## src/rtl/page_class_pkg.sv

```systemverilog
package page_class_pkg;
  typedef enum logic [1:0] {
    CLS_NONE   = 2'b00,
    CLS_PRIV   = 2'b01,
    CLS_SHARED = 2'b10,
    CLS_INSTR  = 2'b11
  } page_cls_e;

  typedef enum logic [1:0] {
    ST_IDLE  = 2'b00,
    ST_SHOOT = 2'b01,
    ST_REPLY = 2'b10
  } ctrl_state_e;
endpackage

```

## src/rtl/page_class_table.sv

```systemverilog
module page_class_table
  import page_class_pkg::*;
#(
  parameter int DEPTH  = 64,
  parameter int CORE_W = 4,
  localparam int IDX_W = $clog2(DEPTH)
) (
  input  logic              clk,
  input  logic              rst_n,
  input  logic [IDX_W-1:0]  rd_idx,
  output page_cls_e         rd_cls,
  output logic [CORE_W-1:0] rd_owner,
  input  logic              wr_en,
  input  logic [IDX_W-1:0]  wr_idx,
  input  page_cls_e         wr_cls,
  input  logic [CORE_W-1:0] wr_owner
);
  page_cls_e         cls_q [DEPTH];
  logic [CORE_W-1:0] own_q [DEPTH];

  always_ff @(posedge clk or negedge rst_n) begin
    if (!rst_n) begin
      for (int e = 0; e < DEPTH; e++) begin
        cls_q[e] <= CLS_NONE;
        own_q[e] <= '0;
      end
    end else if (wr_en) begin
      cls_q[wr_idx] <= wr_cls;
      own_q[wr_idx] <= wr_owner;
    end
  end

  assign rd_cls   = cls_q[rd_idx];
  assign rd_owner = own_q[rd_idx];

  // a shared slot is never rewritten
  assert_no_downgrade_R6: assert property (@(posedge clk) disable iff (!rst_n)
    wr_en |-> cls_q[wr_idx] != CLS_SHARED);

  // only private or shared codes are ever written
  assert_write_code_R2: assert property (@(posedge clk) disable iff (!rst_n)
    wr_en |-> (wr_cls == CLS_PRIV || wr_cls == CLS_SHARED));
endmodule

```

## src/rtl/page_shoot_chan.sv

```systemverilog
module page_shoot_chan #(
  parameter int CORE_W = 4,
  parameter int IDX_W  = 6
) (
  input  logic              clk,
  input  logic              rst_n,
  input  logic              start,
  input  logic [CORE_W-1:0] start_core,
  input  logic [IDX_W-1:0]  start_page,
  output logic              out_valid,
  input  logic              out_ready,
  output logic [CORE_W-1:0] out_core,
  output logic [IDX_W-1:0]  out_page,
  output logic              busy
);
  logic              pend_q;
  logic [CORE_W-1:0] core_q;
  logic [IDX_W-1:0]  page_q;

  always_ff @(posedge clk or negedge rst_n) begin
    if (!rst_n) begin
      pend_q <= 1'b0;
      core_q <= '0;
      page_q <= '0;
    end else if (start) begin
      pend_q <= 1'b1;
      core_q <= start_core;
      page_q <= start_page;
    end else if (pend_q && out_ready) begin
      pend_q <= 1'b0;
    end
  end

  assign out_valid = pend_q;
  assign out_core  = core_q;
  assign out_page  = page_q;
  assign busy      = pend_q;

  // request holds with a steady payload until acknowledged
  assert_req_hold_R9: assert property (@(posedge clk) disable iff (!rst_n)
    (out_valid && !out_ready) |=> (out_valid && $stable(out_core) && $stable(out_page)));

  // a new shootdown never starts over one still pending
  assert_single_shoot_R4: assert property (@(posedge clk) disable iff (!rst_n)
    start |-> !busy);
endmodule

```

## src/rtl/page_class_ctrl.sv

```systemverilog
module page_class_ctrl
  import page_class_pkg::*;
#(
  parameter int CORE_W = 4,
  parameter int IDX_W  = 6
) (
  input  logic              clk,
  input  logic              rst_n,
  input  logic              miss_valid,
  output logic              miss_ready,
  input  logic [IDX_W-1:0]  miss_page,
  input  logic [CORE_W-1:0] miss_core,
  input  page_cls_e         rd_cls,
  input  logic [CORE_W-1:0] rd_owner,
  output logic              wr_en,
  output page_cls_e         wr_cls,
  output logic [CORE_W-1:0] wr_owner,
  output logic              shoot_start,
  output logic [CORE_W-1:0] shoot_core,
  input  logic              inv_busy,
  input  logic              evc_busy,
  output logic              rsp_valid,
  input  logic              rsp_ready,
  output logic              rsp_shared,
  output logic [IDX_W-1:0]  rsp_page,
  output logic [CORE_W-1:0] rsp_core
);
  ctrl_state_e       state_q, state_d;
  logic              shared_q, shared_d;
  logic [IDX_W-1:0]  page_q;
  logic [CORE_W-1:0] core_q;
  logic              accept;

  assign miss_ready = (state_q == ST_IDLE);
  assign accept     = miss_valid && miss_ready;
  assign shoot_core = rd_owner;

  always_comb begin
    state_d     = state_q;
    shared_d    = shared_q;
    wr_en       = 1'b0;
    wr_cls      = CLS_PRIV;
    wr_owner    = miss_core;
    shoot_start = 1'b0;
    unique case (state_q)
      ST_IDLE: if (accept) begin
        unique case (rd_cls)
          CLS_NONE: begin
            wr_en    = 1'b1;
            shared_d = 1'b0;
            state_d  = ST_REPLY;
          end
          CLS_PRIV: begin
            if (rd_owner == miss_core) begin
              shared_d = 1'b0;
              state_d  = ST_REPLY;
            end else begin
              wr_en       = 1'b1;
              wr_cls      = CLS_SHARED;
              wr_owner    = rd_owner;
              shoot_start = 1'b1;
              shared_d    = 1'b1;
              state_d     = ST_SHOOT;
            end
          end
          default: begin
            shared_d = 1'b1;
            state_d  = ST_REPLY;
          end
        endcase
      end
      ST_SHOOT: if (!inv_busy && !evc_busy) state_d = ST_REPLY;
      ST_REPLY: if (rsp_ready) state_d = ST_IDLE;
      default:  state_d = ST_IDLE;
    endcase
  end

  always_ff @(posedge clk or negedge rst_n) begin
    if (!rst_n) begin
      state_q  <= ST_IDLE;
      shared_q <= 1'b0;
      page_q   <= '0;
      core_q   <= '0;
    end else begin
      state_q  <= state_d;
      shared_q <= shared_d;
      if (accept) begin
        page_q <= miss_page;
        core_q <= miss_core;
      end
    end
  end

  assign rsp_valid  = (state_q == ST_REPLY);
  assign rsp_shared = shared_q;
  assign rsp_page   = page_q;
  assign rsp_core   = core_q;

  // no reply while a shootdown is still outstanding
  assert_reply_after_ack_R5: assert property (@(posedge clk) disable iff (!rst_n)
    rsp_valid |-> (!inv_busy && !evc_busy));

  // reply holds until taken
  assert_rsp_hold_R8: assert property (@(posedge clk) disable iff (!rst_n)
    (rsp_valid && !rsp_ready) |=> (rsp_valid && $stable(rsp_shared) &&
                                   $stable(rsp_page) && $stable(rsp_core)));

  // a shootdown is aimed at the old owner, never at the requester
  assert_shoot_target_R4: assert property (@(posedge clk) disable iff (!rst_n)
    shoot_start |-> (shoot_core != miss_core && rd_cls == CLS_PRIV));

  // a first touch is answered private on the next cycle
  assert_first_touch_R2: assert property (@(posedge clk) disable iff (!rst_n)
    (accept && rd_cls == CLS_NONE) |=> (rsp_valid && !rsp_shared));

  // after a reply is taken the block is idle again
  assert_release_R7: assert property (@(posedge clk) disable iff (!rst_n)
    (rsp_valid && rsp_ready) |=> miss_ready);
endmodule

```

## src/rtl/page_class_unit.sv

```systemverilog
module page_class_unit
  import page_class_pkg::*;
#(
  parameter int NUM_CORES = 16,
  parameter int NUM_PAGES = 64,
  localparam int CORE_W = $clog2(NUM_CORES),
  localparam int PAGE_W = $clog2(NUM_PAGES)
) (
  input  logic              clk,
  input  logic              rst_n,
  input  logic              miss_valid,
  output logic              miss_ready,
  input  logic [PAGE_W-1:0] miss_page,
  input  logic [CORE_W-1:0] miss_core,
  output logic              rsp_valid,
  input  logic              rsp_ready,
  output logic              rsp_shared,
  output logic [PAGE_W-1:0] rsp_page,
  output logic [CORE_W-1:0] rsp_core,
  output logic              inv_valid,
  input  logic              inv_ready,
  output logic [PAGE_W-1:0] inv_page,
  output logic [CORE_W-1:0] inv_core,
  output logic              evc_valid,
  input  logic              evc_ready,
  output logic [PAGE_W-1:0] evc_page,
  output logic [CORE_W-1:0] evc_core
);
  localparam int NUM_CH = 2;  // 0: TLB invalidate, 1: slice evict

  page_cls_e         rd_cls, wr_cls;
  logic [CORE_W-1:0] rd_owner, wr_owner, shoot_core;
  logic              wr_en, shoot_start;

  logic [NUM_CH-1:0] ch_valid, ch_ready, ch_busy;
  logic [CORE_W-1:0] ch_core [NUM_CH];
  logic [PAGE_W-1:0] ch_page [NUM_CH];

  page_class_table #(.DEPTH(NUM_PAGES), .CORE_W(CORE_W)) u_table (
    .clk(clk), .rst_n(rst_n),
    .rd_idx(miss_page), .rd_cls(rd_cls), .rd_owner(rd_owner),
    .wr_en(wr_en), .wr_idx(miss_page), .wr_cls(wr_cls), .wr_owner(wr_owner)
  );

  page_class_ctrl #(.CORE_W(CORE_W), .IDX_W(PAGE_W)) u_ctrl (
    .clk(clk), .rst_n(rst_n),
    .miss_valid(miss_valid), .miss_ready(miss_ready),
    .miss_page(miss_page), .miss_core(miss_core),
    .rd_cls(rd_cls), .rd_owner(rd_owner),
    .wr_en(wr_en), .wr_cls(wr_cls), .wr_owner(wr_owner),
    .shoot_start(shoot_start), .shoot_core(shoot_core),
    .inv_busy(ch_busy[0]), .evc_busy(ch_busy[1]),
    .rsp_valid(rsp_valid), .rsp_ready(rsp_ready), .rsp_shared(rsp_shared),
    .rsp_page(rsp_page), .rsp_core(rsp_core)
  );

  assign ch_ready[0] = inv_ready;
  assign ch_ready[1] = evc_ready;

  for (genvar c = 0; c < NUM_CH; c++) begin : g_chan
    page_shoot_chan #(.CORE_W(CORE_W), .IDX_W(PAGE_W)) u_chan (
      .clk(clk), .rst_n(rst_n),
      .start(shoot_start), .start_core(shoot_core), .start_page(miss_page),
      .out_valid(ch_valid[c]), .out_ready(ch_ready[c]),
      .out_core(ch_core[c]), .out_page(ch_page[c]),
      .busy(ch_busy[c])
    );
  end

  assign inv_valid = ch_valid[0];
  assign inv_core  = ch_core[0];
  assign inv_page  = ch_page[0];
  assign evc_valid = ch_valid[1];
  assign evc_core  = ch_core[1];
  assign evc_page  = ch_page[1];
endmodule

```

## config.mk

```make
export PLATFORM = sky130hd
export DESIGN_NAME = page_class_unit
export DESIGN_NICKNAME = d
export VERILOG_FILES = /design/src/rtl/page_class_pkg.sv /design/src/rtl/page_class_table.sv /design/src/rtl/page_shoot_chan.sv /design/src/rtl/page_class_ctrl.sv /design/src/rtl/page_class_unit.sv
export SDC_FILE = /design/constraint.sdc
export NUM_CORES = 1
export LEC_CHECK = 0
export ABC_CLOCK_PERIOD_IN_PS = 3230
export BUFFER_PORTS_ARGS = -buffer_cell sky130_fd_sc_hd__buf_4
export CORE_MARGIN = 2
export CORE_UTILIZATION = 57
export CTS_CLUSTER_DIAMETER = 100
export DETAILED_ROUTE_END_ITERATION = 16
export PLACE_DENSITY_LB_ADDON = 0.15
export SLEW_MARGIN = 40
export SYNTH_ARGS = -nofsm -noshare
export SYNTH_HDL_FRONTEND = slang
export SYNTH_SLANG_ARGS = --single-unit
```

## constraint.sdc

```tcl
create_clock -name clk -period 3.23 [get_ports clk]
set_clock_uncertainty 0.1 [all_clocks]
set_input_delay 0.646 -clock clk [delete_from_list [all_inputs] [get_ports clk]]
set_output_delay 0.646 -clock clk [all_outputs]
set_load 0.005 [all_outputs]
```

==> out/results.ini <==
[status]
status=complete, but fails checks
violated_checks=negative hold slack, negative setup slack

[layout]
post_route_cells_drive_above_1_share_pct=55.1
finish.utilization_pct=78.5
post_layout_nonfiller_instances=2150
fillers=1800
layout-area-overhead-vs-synth_pct=36.9
final_nets=1688

[drt]
routed_via_density=6.55
remaining_drc_errors=0
via_count=14076
first_pass_iters=8
detailedRoute.firstIterationViolations=1231
count_of_nets_left_with_antenna_violations_after_detail_routing=0
routedWlPerCell_um=27.9
total_length_of_routed_wires_mm=59.9

[critical_path]
worst_path_cell_with_the_longest_stage_delay=or4b_4
flop2flop_setup_slack_ps=-330
cpLargestDelayFamily=simple AND/OR/NAND/NOR gates
worst_setup_path_end_kind=register
crit_path_cell_trace=clkbuf_16, buf_12, buf_16, buf_12, mux2i_2, a22oi_2, nand3_2, and4_4, buf_6, nand3_2, nand4b_1, or4b_4, buf_12, clkbuf_16, nand3_4, mux2_4
critPathKind=input port to register
critPathMaxFanout=8
crit_path_arrival_time_ps=4050
crit_path_start_kind=input port
critPathBufInv=7
path_common_cell=buf_12
worst-endpoint-required_ps=3550
timing.critical_path.slowest_cell_delay_ps=750

[sta]
max_freq_mhz=268
period_share_pct=116
final_ws_setup_ps=-502
tightest_slew_ps=611
total_of_endpoints_with_negative_setup_slack_in_the_final_report=396
slew-limit-headroom_pct=59.3
timing.final.max_slew_violations=0
grt_setup_unrepaired=yes
setup_total_negative_slack_ps=-155450
hold_viol=4
final.hold.worst_slack_ps=-10.8
fin_crit_ps=3730

[yosys]
synth_sequential_area_ratio_pct=53.6
number_of_warnings_reported_in_the_yosys_synthesis_log=0
ys_ff_latch=409
synthesis.area_um2=19100
synthArstFlopShare_pct=100
syn-instance-count=1441
syn_area_per_cell_um2=13.2
synth_edf_count=0
synth_top_flop_cell=dfrtp_1
syn_nets=1457
cell_variety_after_synth=59

[pwr]
finalPower_uw=14900
power.static_leakage_uw=0.0128
vdd_drop_max_v=0.000610
p_per_area_nw_per_um2=569

[run]
max_cap_violations=0

[clocking]
cts_tree=built
ctsLongestPathBuffers=3
clkSlewWorstSetupHoldPaths_ps=60
htreeDepth=2
clk-insertion-delay-late_ps=540
cts_bufs_inserted=43
clk_root_buffer_cell=clkbuf_16
sink_count=409

[grt]
overflow=0
grt.total_usage_pct=32.6
first_global_vias=14360
grt_max_degree=77
initial_antenna_violation_count=1
grt_pass1_wl_mm=87.4

[floorplanning]
num_rows=67
floorplan.die_area_um2=35000
die_width_um=187
floorplan.initialDensity_pct=57.4
io_pins=51
core-area_um2=33300
dieHeight_um=187

[placement]
gp_congestion=0.937
placed_cells=2017
port_buffers=50
dpl.hpwl_mm=36.5

[hold_path]
hold_path.class=input port to async pin

[layer usage]
| metal | track usage, % | part of all wire, % | vias to the layer above |
|---|---|---|---|
| met5 | 0 | 0 | - |
| met4 | 13.5 | 4.7 | 0 |
| met3 | 6.23 | 8.1 | 208 |
| met2 | 51.0 | 46 | 713 |
| met1 | 45.1 | 41 | 7302 |
| li1 | - | - | 5853 |
[flip-flops by register name (all words and copies together), names as in the netlist]
signal	flops
g_chan.u_chan.out_page	6
u_ctrl.rsp_core	4
u_ctrl.rsp_shared	1
u_ctrl.rsp_page	6
u_table.cls_q	128
u_ctrl.state_q	2
g_chan.u_chan.out_core	4
g_chan.u_chan.busy	2
u_table.own_q	256
[path summary, 6_finish.rpt]
kind | startpoint | end | depth (start not counted)
min in group clk | evc_ready | g_chan[1].u_chan.busy | 2
min | rst_n | g_chan[1].u_chan.busy | 1
max reg2reg | u_table.own_q[1] | u_table.own_q[72] | 11
max | miss_page[0] | u_table.own_q[72] | 16
max in group asynchronous | rst_n | u_table.own_q[199] | 2
min reg2reg | u_table.cls_q[27] | u_table.cls_q[27] | 1
[report_power, final]
part / leakage, uW / switching [uW] / internal (uW)
combinational: 0.00654 / 1490 / 1950
clock: 0.000690 / 2000 / 2960
sequential: 0.00554 / 523 / 5950
total: 0.0128 / 4010 / 10900
[kinds of logic (layout without fill, tap and decap cells)]
group	count (synthesis)	in the layout	synth area share, %
buffers and inverters	142	401	3.31
XOR/XNOR	2	2	0.0918
AO/OA/AOI/OAI	195	195	7.73
other	0	1	0
multiplexers	497	497	29.3
flip-flops	409	409	53.6
AND/OR/NAND/NOR	196	197	5.95
[through the flow]
step | cell area (um^2) | hold slack (ps) | worst slack (ps)
detailed placement | 21900 | 347 | -1360
global route | 26100 | 23.1 | -523
CTS | 25100 | 13.1 | -336
finish | 26100 | -10.8 | -502
floorplan | 19500 | 250 | -498
global placement | 21900 | 342 | -1320
[Yosys cell counts (6+ instances only)]
master,count,share of area [%]
and4_1,8,0.37
a221oi_1,9,0.41
mux2i_1,137,7.2
a22oi_1,60,2.4
dfrtp_1,409,54
buf_1,6,0.12
inv_1,6,0.12
nor2b_1,9,0.29
clkbuf_1,77,1.5
a31o_2,54,2.5
nand3_1,89,2.3
buf_2,37,0.97
o21bai_1,6,0.24
o21ai_0,19,0.50
a21oi_1,6,0.16
o22ai_1,18,0.59
mux2_2,342,20
nand2_1,29,0.57
buf_4,14,0.55
or2_2,6,0.20
and3_1,6,0.20
nor2_1,8,0.16
mux4_2,15,1.8
[cells in the final DEF, fill, tap and decap left out, types with 17 or more instances in the layout]
master,n
buf_6,21
a22oi_1,49
mux2_4,190
a31o_4,38
mux2_2,154
mux2i_1,132
nand2_1,27
buf_4,218
nand3_1,21
buf_12,50
nand3_4,49
o22ai_1,17
dfrtp_1,409
clkbuf_16,50
buf_16,17
nand3_2,19
[cell type report]
cell class	count	area, um^2	area share, %
antenna	1	2.50	0.00957
clock buffer	69	1330	5.07
clock inverter	5	78.8	0.302
inverter	8	30.0	0.115
multi-input combinational	891	10300	39.5
sequential	409	10200	39.2
tap	448	561	2.14
timing repair buffer	319	3590	13.7
[timing repair]
item | CTS | global route
setup endpoints to repair | 397 | 396
cloned | 14 | 4
setup buffers | 29 | 18
hold buffers | 0 | 0
gates resized for setup | 270 | 183
pin swaps | 23 | 42
Note: power is estimated with default switching activity, not from simulation.
